## config.mk

```make
export PLATFORM = sky130hd
export DESIGN_NAME = spi_irq_status
export DESIGN_NICKNAME = d
export VERILOG_FILES = /design/src/rtl/spi_irq_status.sv
export SDC_FILE = /design/constraint.sdc
export NUM_CORES = 1
export LEC_CHECK = 0
export ABC_AREA = 1
export BUFFER_PORTS_ARGS = -buffer_cell sky130_fd_sc_hd__buf_4
export CAP_MARGIN = 30
export CORE_MARGIN = 2
export CORE_UTILIZATION = 45
export CTS_CLUSTER_SIZE = 10
export DETAILED_ROUTE_END_ITERATION = 8
export GPL_TIMING_DRIVEN = 0
export PLACE_DENSITY = 0.83
export RECOVER_POWER = 25
export SLEW_MARGIN = 30
export SYNTH_ARGS = -nofsm -noshare
export SYNTH_HDL_FRONTEND = slang
export SYNTH_SLANG_ARGS = --single-unit
```

## constraint.sdc

```tcl
create_clock -name clk -period 2.9 [get_ports clk]
set_clock_uncertainty 0.2 [all_clocks]
set_input_delay 0.58 -clock clk [delete_from_list [all_inputs] [get_ports clk]]
set_output_delay 0.58 -clock clk [all_outputs]
set_load 0.1 [all_outputs]
```

## src/rtl/spi_irq_status.sv

```systemverilog
module spi_irq_status (
  input  logic        clk,
  input  logic        rst_n,
  input  logic [1:0]  bus_addr,
  input  logic        bus_wr,
  input  logic        bus_rd,
  input  logic [15:0] bus_wdata,
  output logic [15:0] bus_rdata,
  input  logic        rx_bit_strobe,
  input  logic        tx_byte_done,
  input  logic        xfer_done,
  input  logic        tx_pop,
  input  logic        tx_empty,
  input  logic        rx_push,
  input  logic        rx_full,
  input  logic        fifo_init,
  output logic        rx_word_done,
  output logic [3:0]  rx_len_bits,
  output logic        irq
);
  localparam logic [1:0] ADDR_EN  = 2'd0;
  localparam logic [1:0] ADDR_ST  = 2'd1;
  localparam logic [1:0] ADDR_LEN = 2'd2;

  logic [2:0] en_q, flag_q, len_q, cnt_q;
  logic       err_q;
  logic [2:0] set_v, clr_v;
  logic       sel_st, err_evt;

  assign sel_st      = (bus_addr == ADDR_ST);
  assign rx_len_bits = (len_q == 3'd0) ? 4'd8 : {1'b0, len_q};
  assign rx_word_done = rx_bit_strobe && (({1'b0, cnt_q} + 4'd1) == rx_len_bits);
  assign set_v   = {rx_word_done, tx_byte_done, xfer_done};
  assign clr_v   = (bus_rd && sel_st) ? 3'b111 :
                   (bus_wr && sel_st) ? bus_wdata[2:0] : 3'b000;
  assign err_evt = (tx_pop && tx_empty) || (rx_push && rx_full);

  always_comb begin
    bus_rdata = 16'h0000;
    case (bus_addr)
      ADDR_EN:  bus_rdata[2:0] = en_q;
      ADDR_ST:  bus_rdata = {8'h00, err_q, 4'h0, flag_q};
      ADDR_LEN: bus_rdata[2:0] = len_q;
      default:  bus_rdata = 16'h0000;
    endcase
  end

  always_ff @(posedge clk) begin
    if (!rst_n) begin
      en_q   <= '0;
      len_q  <= '0;
      cnt_q  <= '0;
      flag_q <= '0;
      err_q  <= 1'b0;
      irq    <= 1'b0;
    end else begin
      if (bus_wr && bus_addr == ADDR_EN)  en_q  <= bus_wdata[2:0];
      if (bus_wr && bus_addr == ADDR_LEN) begin
        len_q <= bus_wdata[2:0];
        cnt_q <= '0;
      end else if (rx_bit_strobe) begin
        cnt_q <= rx_word_done ? 3'd0 : cnt_q + 3'd1;
      end
      flag_q <= (flag_q & ~clr_v) | set_v;
      if (fifo_init)    err_q <= 1'b0;
      else if (err_evt) err_q <= 1'b1;
      irq <= |(flag_q & en_q);
    end
  end

  AST_RSVD_ZERO: assert property (@(posedge clk) disable iff (!rst_n)
    bus_rdata[15:8] == 8'h00 && bus_rdata[6:3] == 4'h0);
  AST_CNT_RANGE: assert property (@(posedge clk) disable iff (!rst_n)
    {1'b0, cnt_q} < rx_len_bits);
  AST_RX_FLAG_SRC: assert property (@(posedge clk) disable iff (!rst_n)
    $rose(flag_q[2]) |-> $past(rx_bit_strobe));
  AST_IRQ_NEEDS_FLAG: assert property (@(posedge clk) disable iff (!rst_n)
    irq |-> $past(flag_q != 3'b000));
  AST_ERR_STICKY: assert property (@(posedge clk) disable iff (!rst_n)
    (err_q && !fifo_init) |=> err_q);
  AST_ERR_INIT: assert property (@(posedge clk) disable iff (!rst_n)
    fifo_init |=> !err_q);
  AST_SET_WINS: assert property (@(posedge clk) disable iff (!rst_n)
    tx_byte_done |=> flag_q[1]);
endmodule

```

==> results of run 1 <==
registers in the layout, summed over array words and instances, names as in the netlist:
signal / flops
cnt_q: 3
irq: 1
len_q: 3
err_q: 1
en_q: 3
flag_q: 3
worst max-delay path, delay by kind of cell, from the launching register on:
| kind | cells | cell delay (ns) |
|---|---|---|
| flops | 1 | 0.43 |
| simple gates | 4 | 0.41 |
| buf+inv | 2 | 0.35 |
| fa+ha+maj | 1 | 0.29 |
logic make-up (layout without fill, tap and decap cells):
group,after synthesis,after routing,share of synthesized area
compound gates,19,19,0.126
buf+inv,33,62,0.195
other cells,1,12,0.00432
simple gates,64,64,0.328
flops,14,14,0.323
fa+ha+maj,1,1,0.0144
xor+xnor,1,1,0.0101
report_power, final:
part	switching (W)	total (W)	internal, W	leakage [nW]
clock network	0.0000603	0.000109	0.0000482	0.0138
logic	0.000169	0.000227	0.0000574	0.499
registers	0.0000115	0.000215	0.000203	0.115
metal layers:
layer,track usage,wire length [um]
met1,0.220,813
met3,0.0566,115
met4,0.0324,12
met2,0.373,1090
met5,0,0
per-stage QoR:
stage	total power [W]	setup WS [ns]	hold slack (ns)	instance area, um2
2_1_floorplan	0.000401	0.146	0.241	913
3_3_place_gp	0.000441	0.675	0.261	1140
3_5_place_dp	0.000446	0.661	0.278	1140
4_1_cts	0.000554	0.341	0.302	1160
5_1_grt	0.000577	0.227	0.306	1160
6_report	0.000550	0.362	0.298	1160
cell usage in the layout, fill, tap and decap left out, types with 2 or more instances in the layout:
master and instances:
a31oi_1 2, a21oi_2 2, nand2_1 34, dfxtp_1 14
o21ai_0 9, inv_2 3, inv_1 15, nor2_1 14
clkbuf_1 3, a21oi_1 5, nand2_2 3, clkbuf_4 5
buf_4 36, nand3_1 10, conb_1 12
worst max-delay path by stage:
stage / start / to / slack [ns] / cells past startpoint
6_report: cnt_q[0] / rx_word_done / 0.36 / 7
5_1_grt: cnt_q[0] / rx_word_done / 0.23 / 8
4_1_cts: cnt_q[0] / rx_word_done / 0.34 / 7
3_5_place_dp: cnt_q[0] / rx_word_done / 0.66 / 7
3_3_place_gp: cnt_q[0] / rx_word_done / 0.68 / 7
2_1_floorplan: bus_addr[1] / bus_rdata[7] / 0.15 / 3
area by class of cell:
type	count	area (um2)	share of cell area
clock buffer	3	22.5	0.0195
timing repair buffer	26	195	0.169
inverter	18	67.6	0.0584
buffer	15	101	0.0876
tap	25	31.3	0.0270
sequential	14	280	0.242
multi-input combinational	97	459	0.397
==> results.md, run 1 <==
* Clk slew on worst S/H paths at 0.08 ns
* Hold path cells at 2
* Final WL at 2.03 mm
* Power per cell area at between 400 and 500 mW/mm2
* Yosys warns at 0
* Fill cells at 182
* Final period utilization at 0.875
* Final #Nets at 206
* Crit end category: primary output
* Hold EP: err_q
* H-tree depth at 1
* TritonCTS clock tree: yes
* Root Buffer: clkbuf_4
* Global-route wire length before repair at 3.24 mm
* Post-Syn Area at slightly below 900 um2
* Post-route ant nets at 0
* Synth cell count leaders: 33 x nand2_1, 15 x inv_1, 14 x dfxtp_1
* Detailed placement HPWL at between 1.5 and 2 mm
* Gates resized, CTS repair at 0
* Detailed Route Iter0 Violations at 19
* Worst Reg-to-Reg Cells at 7
* Clk_lat worst skew at 0.28 ns
* Synth area leader: dfxtp_1
* Die area at roughly 0.0023 mm2
* Buffers on Ports at 26
* Synth Instances at between 100 and 150
* Fmax at 394 MHz
* Largest stage delay on the critical path at between 0.4 and 0.5 ns
* DIE WIDTH at ~48 um
* Initial core utilization at 0.491
* WP data required at 2.12 ns
* Final min period at ~2.5 ns
* Worst hold path class: flip-flop to flip-flop
* Final-report max-slew violation count at 0
* Final Util at 0.656
* Die Ht at about 48 um
* Cells along the critical path: ha_1, nand2_1, nand3_1, nor2_2, nand3_4, inv_1, buf_4
* Syn-to-layout area delta at 33.5%
* Placer Congestion at 0.864
* Critical R2R Launch: cnt_q[0]
* Hold path startpoint: err_q
* CTS Sinks at 14
* Status: complete, no violations
* FP Rows at 15
* Max cap viols at 0
* Layout cells sized above 1 at 0.301
* Fin cells at 198
* RSZ-0062 raised after global routing: no
* Yosys top cell area share at 0.323
* First drt pass iteration count at 5
* Kind of critical path: flip-flop to primary output
* Top FF cell, synth: dfxtp_1
* Static Leak at 0.628 nW
* Crit-path slowest cell: dfxtp_1
* Critical path arrival at 1.76 ns
* Async SR Flop Fraction at 0
* Worst setup SP type: flip-flop
* Final TNS setup at 0 ns
* Gr ovfl total at 0
* Total Routing Usage GR at 0.198
* Via density at 4.63
* Antenna violations before repair at 0
* WL/cell at 10.2 um
* R2r endpoint: cnt_q[0]
* Hold Fails Final Rpt at 0
* Via Count at 916
* N_diodes at 0
* Clock buffer depth at 2
* Max VDD drop at about 0.00035 V
* Top Ports at 52
* Post-CTS setup buffers at 0
* Cts bufs inserted at 3
* Post-cts hold buffer count at 0
* Top cells by area, synth: dfxtp_1 32%, nand2_1 14%, buf_4 10%
* EDFF count, synth at 0
* Placeable Area at approximately 0.0018 mm2
* Final setup viols at 0
* Vias in the first global route at slightly below 800
* Sequential share of the synthesized area at 0.323
* Post-route DRC violation count at 0
* Library cells used by synthesis at 19
* Placed Instances at around 200
* Worst-path maximum fanout at 5
* Register-to-register setup slack at between 1 and 1.5 ns
* Largest net degree at the start of global routing at 10
* Most frequent cell after synthesis: nand2_1
* Synth Area per Inst at 6.52 um2
* Flops & latches, synth at 14
Power figures use the tool's default switching activity.
==> inputs of run 2 (changes only) <==
--- a/config.mk
+++ b/config.mk
@@ -13,7 +13,7 @@
 export CTS_CLUSTER_SIZE = 10
 export DETAILED_ROUTE_END_ITERATION = 8
 export GPL_TIMING_DRIVEN = 0
-export PLACE_DENSITY = 0.83
+export PLACE_DENSITY_LB_ADDON = 0.08
 export RECOVER_POWER = 25
 export SLEW_MARGIN = 30
 export SYNTH_ARGS = -nofsm -noshare
==> run 2 against run 1 <==
Effect of this change: worst hold slack got worse by 0.013 ns; sequential power about the same; critical path type unchanged; core utilization up 0.78 points; clock-buffer cell count is 1 higher; critical path depth rose by 1; worst setup slack better by 0.0044 ns.
==> results.md, run 2 (same netlist as run 1, synthesis figures left out) <==
* Final min period at 2.53 ns (was 2.54 ns)
* Worst-path maximum fanout at 5 (unchanged)
* Top Ports at 52 (unchanged)
* Buffers on Ports at 26 (unchanged)
* Gates resized, CTS repair at 0 (unchanged)
* Most common cell after layout, fill and taps aside: buf_4 (unchanged)
* TritonCTS clock tree: yes (unchanged)
* Delay-heaviest family, CP: buffers and inverters (was flip-flops)
* Fill cells at 177 (was 182)
* Total Routing Usage GR at 0.181 (was 0.198)
* Top cell by count, worst path: inv_1
* Final #Nets at 206 (unchanged)
* CTS Sinks at 14 (unchanged)
* Detailed placement HPWL at 1.55 mm (was 1.70 mm)
* Clk slew on worst S/H paths at 0.09 ns (was 0.08 ns)
* Worst hold path class: flip-flop to flip-flop (unchanged)
* First drt pass iteration count at 4 (was 5)
* Layout cells sized above 1 at 0.305 (was 0.301)
* Worst setup SP type: flip-flop (unchanged)
* Placer Congestion at 0.802 (was 0.864)
* Hold Fails Final Rpt at 0 (unchanged)
* Post-cts hold buffer count at 0 (unchanged)
* Status: complete, no violations (unchanged)
* Final-report max-slew violation count at 0 (unchanged)
* Largest stage delay on the critical path at 0.36 ns (was 0.43 ns)
* Cells along the critical path: ha_1, inv_1, nand2_1, nand3_1, nor2_2, nand3_4, inv_1, buf_4 (was ha_1, nand2_1, nand3_1, nor2_2, nand3_4, inv_1, buf_4)
* Post-route ant nets at 0 (unchanged)
* Kind of critical path: flip-flop to primary output (unchanged)
* Largest net degree at the start of global routing at 10 (unchanged)
* Crit-path slowest cell: dfxtp_1 (unchanged)
* WL/cell at 9.38 um (was 10.2 um)
* WP data required at 2.12 ns (about the same)
* Crit end category: primary output (unchanged)
* Post-route DRC violation count at 0 (unchanged)
* Vias in the first global route at 730 (was 785)
* Global-route wire length before repair at 2.85 mm (was 3.24 mm)
* Syn-to-layout area delta at 35.1% (was 33.5%)
* Final TNS setup at 0 ns (unchanged)
* Final setup viols at 0 (unchanged)
* Power per cell area at 499 mW/mm2 (was 475 mW/mm2)
* DP Worst Slack at 0.678 ns (was 0.661 ns)
* Crit path buf inv count at 3 (was 2)
* Clock buffer depth at 2 (unchanged)
* Detailed Route Iter0 Violations at 9 (was 19)
* FP Rows at 15 (unchanged)
* Die Ht at 47.9 um (unchanged)
* Critical path arrival at 1.75 ns (was 1.76 ns)
* Final WL at 1.87 mm (was 2.03 mm)
* Post-CTS setup buffers at 0 (unchanged)
* RSZ-0062 raised after global routing: no (unchanged)
* Antenna violations before repair at 0 (unchanged)
* Initial core utilization at 0.491 (unchanged)
* Final setup margin at 0.366 ns (was 0.362 ns)
* N_diodes at 0 (unchanged)
* Static Leak at 0.635 nW (was 0.628 nW)
* H-tree depth at 1 (unchanged)
* Die area at 0.00229 mm2 (unchanged)
* Via density at 4.38 (was 4.63)
* Cts bufs inserted at 3 (unchanged)
* Via Count at 872 (was 916)
* Clk_lat worst skew at 0.29 ns (was 0.28 ns)
* Max cap viols at 0 (unchanged)
* Most frequent cells in the layout: 36 x buf_4, 34 x nand2_1, 15 x inv_1 (unchanged)
* Root Buffer: clkbuf_4 (unchanged)
* Fmax at 395 MHz (was 394 MHz)
* Placeable Area at 0.00176 mm2 (unchanged)
* Final period utilization at 0.874 (was 0.875)
* DIE WIDTH at 47.9 um (unchanged)
* Tot Pwr at 0.000584 W (was 0.000550 W)
* Gr ovfl total at 0 (unchanged)
* Max VDD drop at 0.000326 V (was 0.000351 V)
==> run 2: cell count changes in the layout (fill, tap and decap cells not counted) <==
| cell | previous run | this run |
|---|---|---|
| clkbuf_8 | 0 | 1 |
==> run 2: power breakdown <==
part	total, W	switching, W	internal (W)	leakage [nW]
sequential	0.000214	0.0000107	0.000203	0.115
clock	0.000144	0.0000679	0.0000765	0.0210
combinational	0.000226	0.000168	0.0000574	0.499
==> run 2: worst paths after layout <==
check                               from      endpoint  slack (ns)  depth (start not counted)
worst min-delay path               err_q         err_q        0.28                          2
worst max-delay path            cnt_q[0]  rx_word_done        0.37                          8
worst min register to register     err_q         err_q        0.28                          2
worst max register to register  cnt_q[0]      cnt_q[0]        1.35                          8
==> run 2: layout make-up <==
type	instances	area, um2	area share
Buffer	15	101	0.0865
Timing Repair Buffer	26	195	0.167
Sequential cell	14	280	0.239
Tap cell	25	31.3	0.0267
Multi-Input combinational cell	97	459	0.392
Inverter	18	67.6	0.0577
Clock buffer	4	36.3	0.0310
==> run 2: metrics by stage <==
stage,std cells,instance area (um2),hold slack [ns],util
after floorplan,144,913,0.241,-
after global placement,195,1140,0.259,0.646
after detailed placement,195,1140,0.272,0.646
after CTS,199,1180,0.296,0.667
after global routing,199,1170,0.308,0.664
final,199,1170,0.285,0.664
==> run 2: layer usage <==
| metal | vias up | track usage | wire length, um | share of wire |
|---|---|---|---|---|
| li1 | 473 | - | - | - |
| met1 | 361 | 0.228 | 857 | 0.46 |
| met2 | 33 | 0.291 | 845 | 0.45 |
| met3 | 5 | 0.0226 | 119 | 0.064 |
| met4 | 0 | 0.114 | 43 | 0.023 |
| met5 | - | 0 | 0 | 0 |
==> run 2: tightest hold or removal path, stage by stage, from the launching register on <==
cell,delay (ns)
dfxtp_1,0.33
o21ai_0,0.08
inv_1,0.05
